==> src/rtl/uart_mdm_pkg.sv <==
package uart_mdm_pkg;
  localparam int AW = 3;
  localparam int DW = 8;
  localparam int NSRC = 4;

  localparam logic [AW-1:0] A_IER = 3'd1;
  localparam logic [AW-1:0] A_IIR = 3'd2;
  localparam logic [AW-1:0] A_MCR = 3'd4;
  localparam logic [AW-1:0] A_MSR = 3'd6;

  localparam int MCR_RTS  = 1;
  localparam int MCR_LOOP = 4;
  localparam int MCR_ACTS = 5;
  localparam int MCR_ARTS = 6;

  // source index order in the arbiter vector, low index = low priority
  localparam int S_MDM = 0;
  localparam int S_THR = 1;
  localparam int S_RXD = 2;
  localparam int S_RLS = 3;

  typedef enum logic [2:0] {
    ID_MDM = 3'd0,
    ID_THR = 3'd1,
    ID_RXD = 3'd2,
    ID_RLS = 3'd3
  } irq_id_e;
endpackage

==> src/rtl/uart_cts_track.sv <==
module uart_cts_track #(
  parameter int STAGES = 2
) (
  input  logic clk_i,
  input  logic rst_ni,
  input  logic cts_ni,
  input  logic clr_i,
  output logic cts_o,
  output logic dcts_o
);
  logic [STAGES-1:0] sync_q;
  logic cts_q, chg;

  assign cts_o = ~sync_q[STAGES-1];
  assign chg   = cts_o ^ cts_q;

  always_ff @(posedge clk_i or negedge rst_ni) begin
    if (!rst_ni) begin
      sync_q <= '1;
      cts_q  <= 1'b0;
      dcts_o <= 1'b0;
    end else begin
      sync_q <= {sync_q[STAGES-2:0], cts_ni};
      cts_q  <= cts_o;
      // a change on the clearing edge survives for the next read
      dcts_o <= clr_i ? chg : (dcts_o | chg);
    end
  end

  AST_DCTS_SET: assert property (@(posedge clk_i) disable iff (!rst_ni) chg |=> dcts_o);
  AST_DCTS_CLR: assert property (@(posedge clk_i) disable iff (!rst_ni) (clr_i && !chg) |=> !dcts_o);
endmodule

==> src/rtl/uart_flow_gate.sv <==
module uart_flow_gate (
  input  logic rts_bit_i,
  input  logic loop_i,
  input  logic auto_rts_i,
  input  logic auto_cts_i,
  input  logic rx_thr_i,
  input  logic cts_i,
  input  logic tx_busy_i,
  input  logic tx_req_i,
  output logic rts_no,
  output logic tx_start_o
);
  logic rts_act;

  assign rts_act    = rts_bit_i & ~loop_i & ~(auto_rts_i & rx_thr_i);
  assign rts_no     = ~rts_act;
  // only the start of a new character is held back
  assign tx_start_o = tx_req_i & ~tx_busy_i & (cts_i | ~auto_cts_i);
endmodule

==> src/rtl/uart_irq_arb.sv <==
module uart_irq_arb
  import uart_mdm_pkg::*;
(
  input  logic [NSRC-1:0] src_i,
  output logic            irq_o,
  output logic [3:0]      iir_o
);
  irq_id_e id;

  always_comb begin
    id = ID_MDM;
    if      (src_i[S_RLS]) id = ID_RLS;
    else if (src_i[S_RXD]) id = ID_RXD;
    else if (src_i[S_THR]) id = ID_THR;
  end

  assign irq_o = |src_i;
  assign iir_o = {id, ~irq_o};
endmodule

==> src/rtl/uart_mdm_ctrl.sv <==
module uart_mdm_ctrl
  import uart_mdm_pkg::*;
#(
  parameter int SYNC_STAGES = 2
) (
  input  logic          clk_i,
  input  logic          rst_ni,
  input  logic          cs_ni,
  input  logic          rd_ni,
  input  logic          wr_ni,
  input  logic [AW-1:0] addr_i,
  input  logic [DW-1:0] wdata_i,
  output logic [DW-1:0] rdata_o,
  input  logic          cts_ni,
  output logic          rts_no,
  input  logic          rx_err_i,
  input  logic          rx_avail_i,
  input  logic          rx_thr_i,
  input  logic          thr_empty_i,
  input  logic          tx_busy_i,
  input  logic          tx_req_i,
  output logic          tx_start_o,
  output logic          irq_o
);
  logic [3:0]      ier_q;
  logic [DW-1:0]   mcr_q;
  logic            thr_pend_q, thr_q;
  logic            rd_en, wr_en, msr_rd, iir_rd;
  logic            cts_act, dcts;
  logic [NSRC-1:0] src;
  logic [3:0]      iir;

  assign rd_en  = ~cs_ni & ~rd_ni;
  assign wr_en  = ~cs_ni & ~wr_ni;
  assign msr_rd = rd_en && addr_i == A_MSR;
  assign iir_rd = rd_en && addr_i == A_IIR;

  uart_cts_track #(.STAGES(SYNC_STAGES)) u_cts (
    .clk_i (clk_i),
    .rst_ni(rst_ni),
    .cts_ni(cts_ni),
    .clr_i (msr_rd),
    .cts_o (cts_act),
    .dcts_o(dcts)
  );

  uart_flow_gate u_flow (
    .rts_bit_i (mcr_q[MCR_RTS]),
    .loop_i    (mcr_q[MCR_LOOP]),
    .auto_rts_i(mcr_q[MCR_ARTS]),
    .auto_cts_i(mcr_q[MCR_ACTS]),
    .rx_thr_i  (rx_thr_i),
    .cts_i     (cts_act),
    .tx_busy_i (tx_busy_i),
    .tx_req_i  (tx_req_i),
    .rts_no    (rts_no),
    .tx_start_o(tx_start_o)
  );

  assign src[S_RLS] = rx_err_i   & ier_q[2];
  assign src[S_RXD] = rx_avail_i & ier_q[0];
  assign src[S_THR] = thr_pend_q & ier_q[1];
  assign src[S_MDM] = dcts & ier_q[3] & ~mcr_q[MCR_ACTS];

  uart_irq_arb u_arb (
    .src_i(src),
    .irq_o(irq_o),
    .iir_o(iir)
  );

  always_ff @(posedge clk_i or negedge rst_ni) begin
    if (!rst_ni) begin
      ier_q      <= '0;
      mcr_q      <= '0;
      thr_pend_q <= 1'b0;
      thr_q      <= 1'b0;
    end else begin
      thr_q <= thr_empty_i;
      if (wr_en && addr_i == A_IER) ier_q <= wdata_i[3:0];
      if (wr_en && addr_i == A_MCR) mcr_q <= wdata_i;
      if (!thr_empty_i)                           thr_pend_q <= 1'b0;
      else if (!thr_q)                            thr_pend_q <= 1'b1;
      else if (iir_rd && iir == {ID_THR, 1'b0})   thr_pend_q <= 1'b0;
    end
  end

  always_comb begin
    rdata_o = '0;
    if (rd_en) begin
      unique case (addr_i)
        A_IER:   rdata_o = {4'b0, ier_q};
        A_IIR:   rdata_o = {4'b0, iir};
        A_MCR:   rdata_o = mcr_q;
        A_MSR:   rdata_o = {3'b0, cts_act, 3'b0, dcts};
        default: rdata_o = '0;
      endcase
    end
  end

  AST_LOOP_RTS:   assert property (@(posedge clk_i) disable iff (!rst_ni) mcr_q[MCR_LOOP] |-> rts_no);
  AST_CTS_HOLD:   assert property (@(posedge clk_i) disable iff (!rst_ni) (mcr_q[MCR_ACTS] && !cts_act) |-> !tx_start_o);
  AST_MDM_QUIET:  assert property (@(posedge clk_i) disable iff (!rst_ni)
                    (mcr_q[MCR_ACTS] && !rx_err_i && !rx_avail_i && !thr_pend_q) |-> !irq_o);
  AST_IER_GATE:   assert property (@(posedge clk_i) disable iff (!rst_ni) (ier_q == 4'd0) |-> !irq_o);
  AST_IRQ_ID:     assert property (@(posedge clk_i) disable iff (!rst_ni) irq_o |-> (rdata_o[0] == 1'b0 || !iir_rd));
  AST_THR_CLR:    assert property (@(posedge clk_i) disable iff (!rst_ni)
                    (iir_rd && iir == {ID_THR, 1'b0}) |=> !thr_pend_q);
endmodule

==> config.mk <==
export PLATFORM = sky130hd
export DESIGN_NAME = uart_mdm_ctrl
export DESIGN_NICKNAME = d
export VERILOG_FILES = /design/src/rtl/uart_mdm_pkg.sv /design/src/rtl/uart_cts_track.sv /design/src/rtl/uart_flow_gate.sv /design/src/rtl/uart_irq_arb.sv /design/src/rtl/uart_mdm_ctrl.sv
export SDC_FILE = /design/constraint.sdc
export NUM_CORES = 1
export LEC_CHECK = 0
export BUFFER_PORTS_ARGS = -buffer_cell sky130_fd_sc_hd__buf_4
export CAP_MARGIN = 20
export CORE_ASPECT_RATIO = 2
export CORE_MARGIN = 4
export CORE_UTILIZATION = 35
export DETAILED_ROUTE_END_ITERATION = 10
export GPL_TIMING_DRIVEN = 0
export SETUP_SLACK_MARGIN = 0.15
export SKIP_CTS_REPAIR_TIMING = 1
export SLEW_MARGIN = 20
export SYNTH_ARGS = -nofsm -noshare
export SYNTH_HDL_FRONTEND = slang
export SYNTH_SLANG_ARGS = --single-unit
==> constraint.sdc <==
create_clock -name clk_i -period 2.7 [get_ports clk_i]
set_clock_uncertainty 0.2 [all_clocks]
set_input_delay 0.405 -clock clk_i [delete_from_list [all_inputs] [get_ports clk_i]]
set_output_delay 0.405 -clock clk_i [all_outputs]
set_load 0.01 [all_outputs]
==> results.md <==
- Cell types occupying the most area after synthesis: sky130_fd_sc_hd__dfrtp_1 (44%), sky130_fd_sc_hd__mux2_2 (15%), sky130_fd_sc_hd__dfstp_2 (5.7%), sky130_fd_sc_hd__a22oi_1 (3.3%), sky130_fd_sc_hd__nor2_1 (3.3%)
- Maximum clock rate: roughly 470 MHz
- Instance count along the most critical hold path: 1
- Cell type with the largest total area after synthesis: sky130_fd_sc_hd__dfrtp_1
- Pre-CTS setup slack: between 0.5 and 0.6 ns
- Beginning of the critical path: rd_ni
- Die ar.: roughly 3600 sq um
- WS Path Type: in2out
- Ant. Diodes: 0
- Dominant cell type by count on the critical path: sky130_fd_sc_hd__buf_4
- Antenna violations before repair: 0
- Crit path launch type: input port
- Depth of the worst register-to-register path: 3
- Result of the run: finished clean
- Fin area: about 1300 sq um
- Share of Yosys cell area claimed by the top area cell type: 0.436
- CP Cell Sequence: buf_4, or2_2, a2111oi_0, buf_4
- Number of nets with antenna violations after routing: 0
- Number of flops mapped to enable cells by yosys: 0
- Fraction of the cycle the final worst path needs: 0.786
- CP Capture Type: output pin
- Maximum single-stage delay on the critical path: around 0.46 ns
- Cell area after technology mapping: just over 900 sq um
- DRT Pass-1 Iters: 5
- Number of nets in the synthesized netlist: between 100 and 150
- Critical Path Sink: rdata_o[4]
- Worst flop-to-flop path endpoint: thr_pend_q
- Avg Vias per Cell: about 5.0
- Starting utilization of the core area: 0.362
- Hold/Removal Path Class: in2reg
- Peak VDD IR: roughly 0.00037 V
- Share of the yosys chip area belonging to registers: 0.493
- Setup TNS after final layout: 0 ns
- Peak fanout along the critical path: 5
- Nets: 144
- Ratio of total power to cell area: 570 nW/um^2
- Core Box Area: around 2500 sq um
- Reg-to-reg critical path startpoint: ier_q[2]
- Synthesis-stage register bit count: 18
- Inserted Clock Buffers: 3
- Data arrival at the endpoint of the critical path: between 1.5 and 2 ns
- RePlAce Congestion: ~0.8
- DRC Markers: 0
- CP max-delay cell: sky130_fd_sc_hd__a2111oi_0
- Cell with the most instances after synthesis: sky130_fd_sc_hd__dfrtp_1
- Unrepaired setup endpoints after global routing: false
- Relative slew margins: 0.699
- Total global routing track utilization: 0.130
- Number of H-tree levels: 1
- Quantity of I/O buffers inserted on ports: 33
- FF-to-FF setup slack: 1.37 ns
- Total of warnings raised by yosys: 0
- Synth cell types: 30
- Maximum number of pins on one net before global-route repair: 19
- Syn_area_per_cell: ~11 sq um
- Clock tree from TritonCTS: done
- Width of the die: around 44 um
- Share of synthesized flip-flops with an asynchronous set or reset: 1.00
- Clock slew at the register clock pins of the worst setup and hold paths: 0.06 ns
- Slew Limit Fails: 0
- Total I/O pin count: 34
- Dpl hpwl: approximately 1700 um
- Filler cell count: 244
- Most frequent cells after synthesis: sky130_fd_sc_hd__dfrtp_1 (16), sky130_fd_sc_hd__mux2_2 (12), sky130_fd_sc_hd__nor2_1 (8), sky130_fd_sc_hd__nand2_1 (5)
- Leakage power total: roughly 0.6 nW
- Main synth FF type: sky130_fd_sc_hd__dfrtp_1
- Synthesized instance count: approximately 80
- Area growth from synthesis to layout: 37.9%
- Wire length reported by the detailed router: about 2100 um
- Wire length of the first global-routing pass: between 3000 and 4000 um
- Number of rows created at floorplan: 26
- Number of clock sinks seen by CTS: 18
- Maximum number of buffers from clock root to sink: 2
- Root Buffer: sky130_fd_sc_hd__clkbuf_8
- Vias in the first global route: ~760
- Post-DR wirelength/cell: between 10 and 15 um
- Slew of the pin with the lowest slew margin: 0.441 ns
- Number of hold-slack violations in the final timing report: 0
- Count of vias placed by the detailed router: about 740
- Clk Latency, worst-skew pair: about 0.25 ns
- Placed cell areas: approximately 1200 sq um
- Critical Path RT: roughly 2.1 ns
- Max-cap violation count: 0
- Post-layout min period: 2.12 ns
- Setup violations, final: 0
- Total global routing overflow: 0
- Layout cell share with drive strength beyond 1: 0.483
- Die boundary height: 80.4 um
- Worst-case setup margin in the final layout: 0.577 ns
- Number of design-rule violations left by the first detailed-router iteration: 12
==> worst max-delay path: cells and delay by family <==
family	cells	cell delay (ns)
AO/OA/AOI/OAI	1	0.46
buffers and inverters	2	0.31
AND/OR/NAND/NOR	1	0.34
==> through the flow <==
stage | util | cells | total power [mW] | hold slack, ns
finish | 0.499 | 148 | 0.722 | 0.0616
global route | 0.499 | 148 | 0.770 | 0.0462
CTS | 0.495 | 147 | 0.730 | -0.179
detailed placement | 0.473 | 143 | 0.517 | 0.0900
global placement | 0.473 | 143 | 0.513 | 0.0823
floorplan | - | 82 | 0.441 | -0.0906
==> report_power, final <==
| group | total [mW] | switching [mW] | internal (mW) |
|---|---|---|---|
| Sequential | 0.353 | 0.0354 | 0.318 |
| Combinational | 0.158 | 0.0615 | 0.0962 |
| Clock | 0.211 | 0.0820 | 0.129 |
| Total | 0.722 | 0.179 | 0.543 |
==> flip-flops by register name, indices dropped and copies added (netlist names) <==
register / count
thr_q: 1
thr_pend_q: 1
u_cts.dcts_o: 1
u_cts.sync_q: 2
mcr_q: 8
u_cts.cts_q: 1
ier_q: 4
==> routing by layer <==
metal | global-route usage | vias to the layer above | routed length (um)
met5 | 0 | - | 0
met4 | 0.0544 | 0 | 25
met3 | 0.0269 | 2 | 121
met2 | 0.232 | 20 | 1160
met1 | 0.141 | 344 | 749
li1 | - | 371 | -
==> cells by family (layout without fill, tap and decap cells) <==
| kind of cell | Yosys count | count (layout) | synth area share |
|---|---|---|---|
| AND/OR/NAND/NOR | 31 | 31 | 0.188 |
| flip-flops | 18 | 18 | 0.493 |
| AO/OA/AOI/OAI | 14 | 14 | 0.117 |
| multiplexers | 13 | 13 | 0.163 |
| buffers and inverters | 5 | 43 | 0.0286 |
| XOR/XNOR | 1 | 1 | 0.00954 |
==> how the worst min path moves through the flow <==
stage	start	to	slack, ns
after detailed placement	rst_ni	mcr_q[5]	0.09
after global routing	cts_ni	u_cts.sync_q[0]	0.05
after global placement	rst_ni	mcr_q[5]	0.08
after floorplan	rst_ni	ier_q[0]	-0.09
final	cts_ni	u_cts.sync_q[0]	0.06
after CTS	rst_ni	mcr_q[5]	-0.18
==> final cells by class <==
| type | count | area (sq um) | share of cell area |
|---|---|---|---|
| inverter | 4 | 15.0 | 0.0119 |
| sequential | 18 | 453 | 0.358 |
| multi-input combinational | 59 | 439 | 0.347 |
| clock buffer | 4 | 55.1 | 0.0435 |
| tap | 28 | 35.0 | 0.0277 |
| timing repair buffer | 34 | 258 | 0.204 |
| buffer | 1 | 11.3 | 0.00889 |
==> layout by cell type (no fill, tap or decap) <==
cell and instances:
sky130_fd_sc_hd__a2bb2oi_1 1, sky130_fd_sc_hd__and2b_1 2, sky130_fd_sc_hd__nor4_1 1, sky130_fd_sc_hd__a211oi_1 1, sky130_fd_sc_hd__buf_6 1, sky130_fd_sc_hd__dlygate4sd3_1 1, sky130_fd_sc_hd__nand2b_1 1, sky130_fd_sc_hd__a32oi_1 1
sky130_fd_sc_hd__nor3_1 2, sky130_fd_sc_hd__nand3b_1 1, sky130_fd_sc_hd__clkbuf_8 4, sky130_fd_sc_hd__nand2_1 5, sky130_fd_sc_hd__nand2_2 2, sky130_fd_sc_hd__mux2_2 12, sky130_fd_sc_hd__or2_2 1, sky130_fd_sc_hd__dfstp_2 2
sky130_fd_sc_hd__a222oi_1 1, sky130_fd_sc_hd__a2111oi_0 1, sky130_fd_sc_hd__nand3_1 1, sky130_fd_sc_hd__mux2_4 1, sky130_fd_sc_hd__nor3b_1 1, sky130_fd_sc_hd__o21ai_0 3, sky130_fd_sc_hd__a32o_1 1, sky130_fd_sc_hd__and2_4 1
sky130_fd_sc_hd__a22oi_1 4, sky130_fd_sc_hd__buf_4 33, sky130_fd_sc_hd__dfrtp_1 16, sky130_fd_sc_hd__inv_1 4, sky130_fd_sc_hd__nand2b_4 1, sky130_fd_sc_hd__xor2_1 1, sky130_fd_sc_hd__a41oi_1 1, sky130_fd_sc_hd__nor2_1 8
sky130_fd_sc_hd__and2_1 4
(Power assumes the default switching activity.)
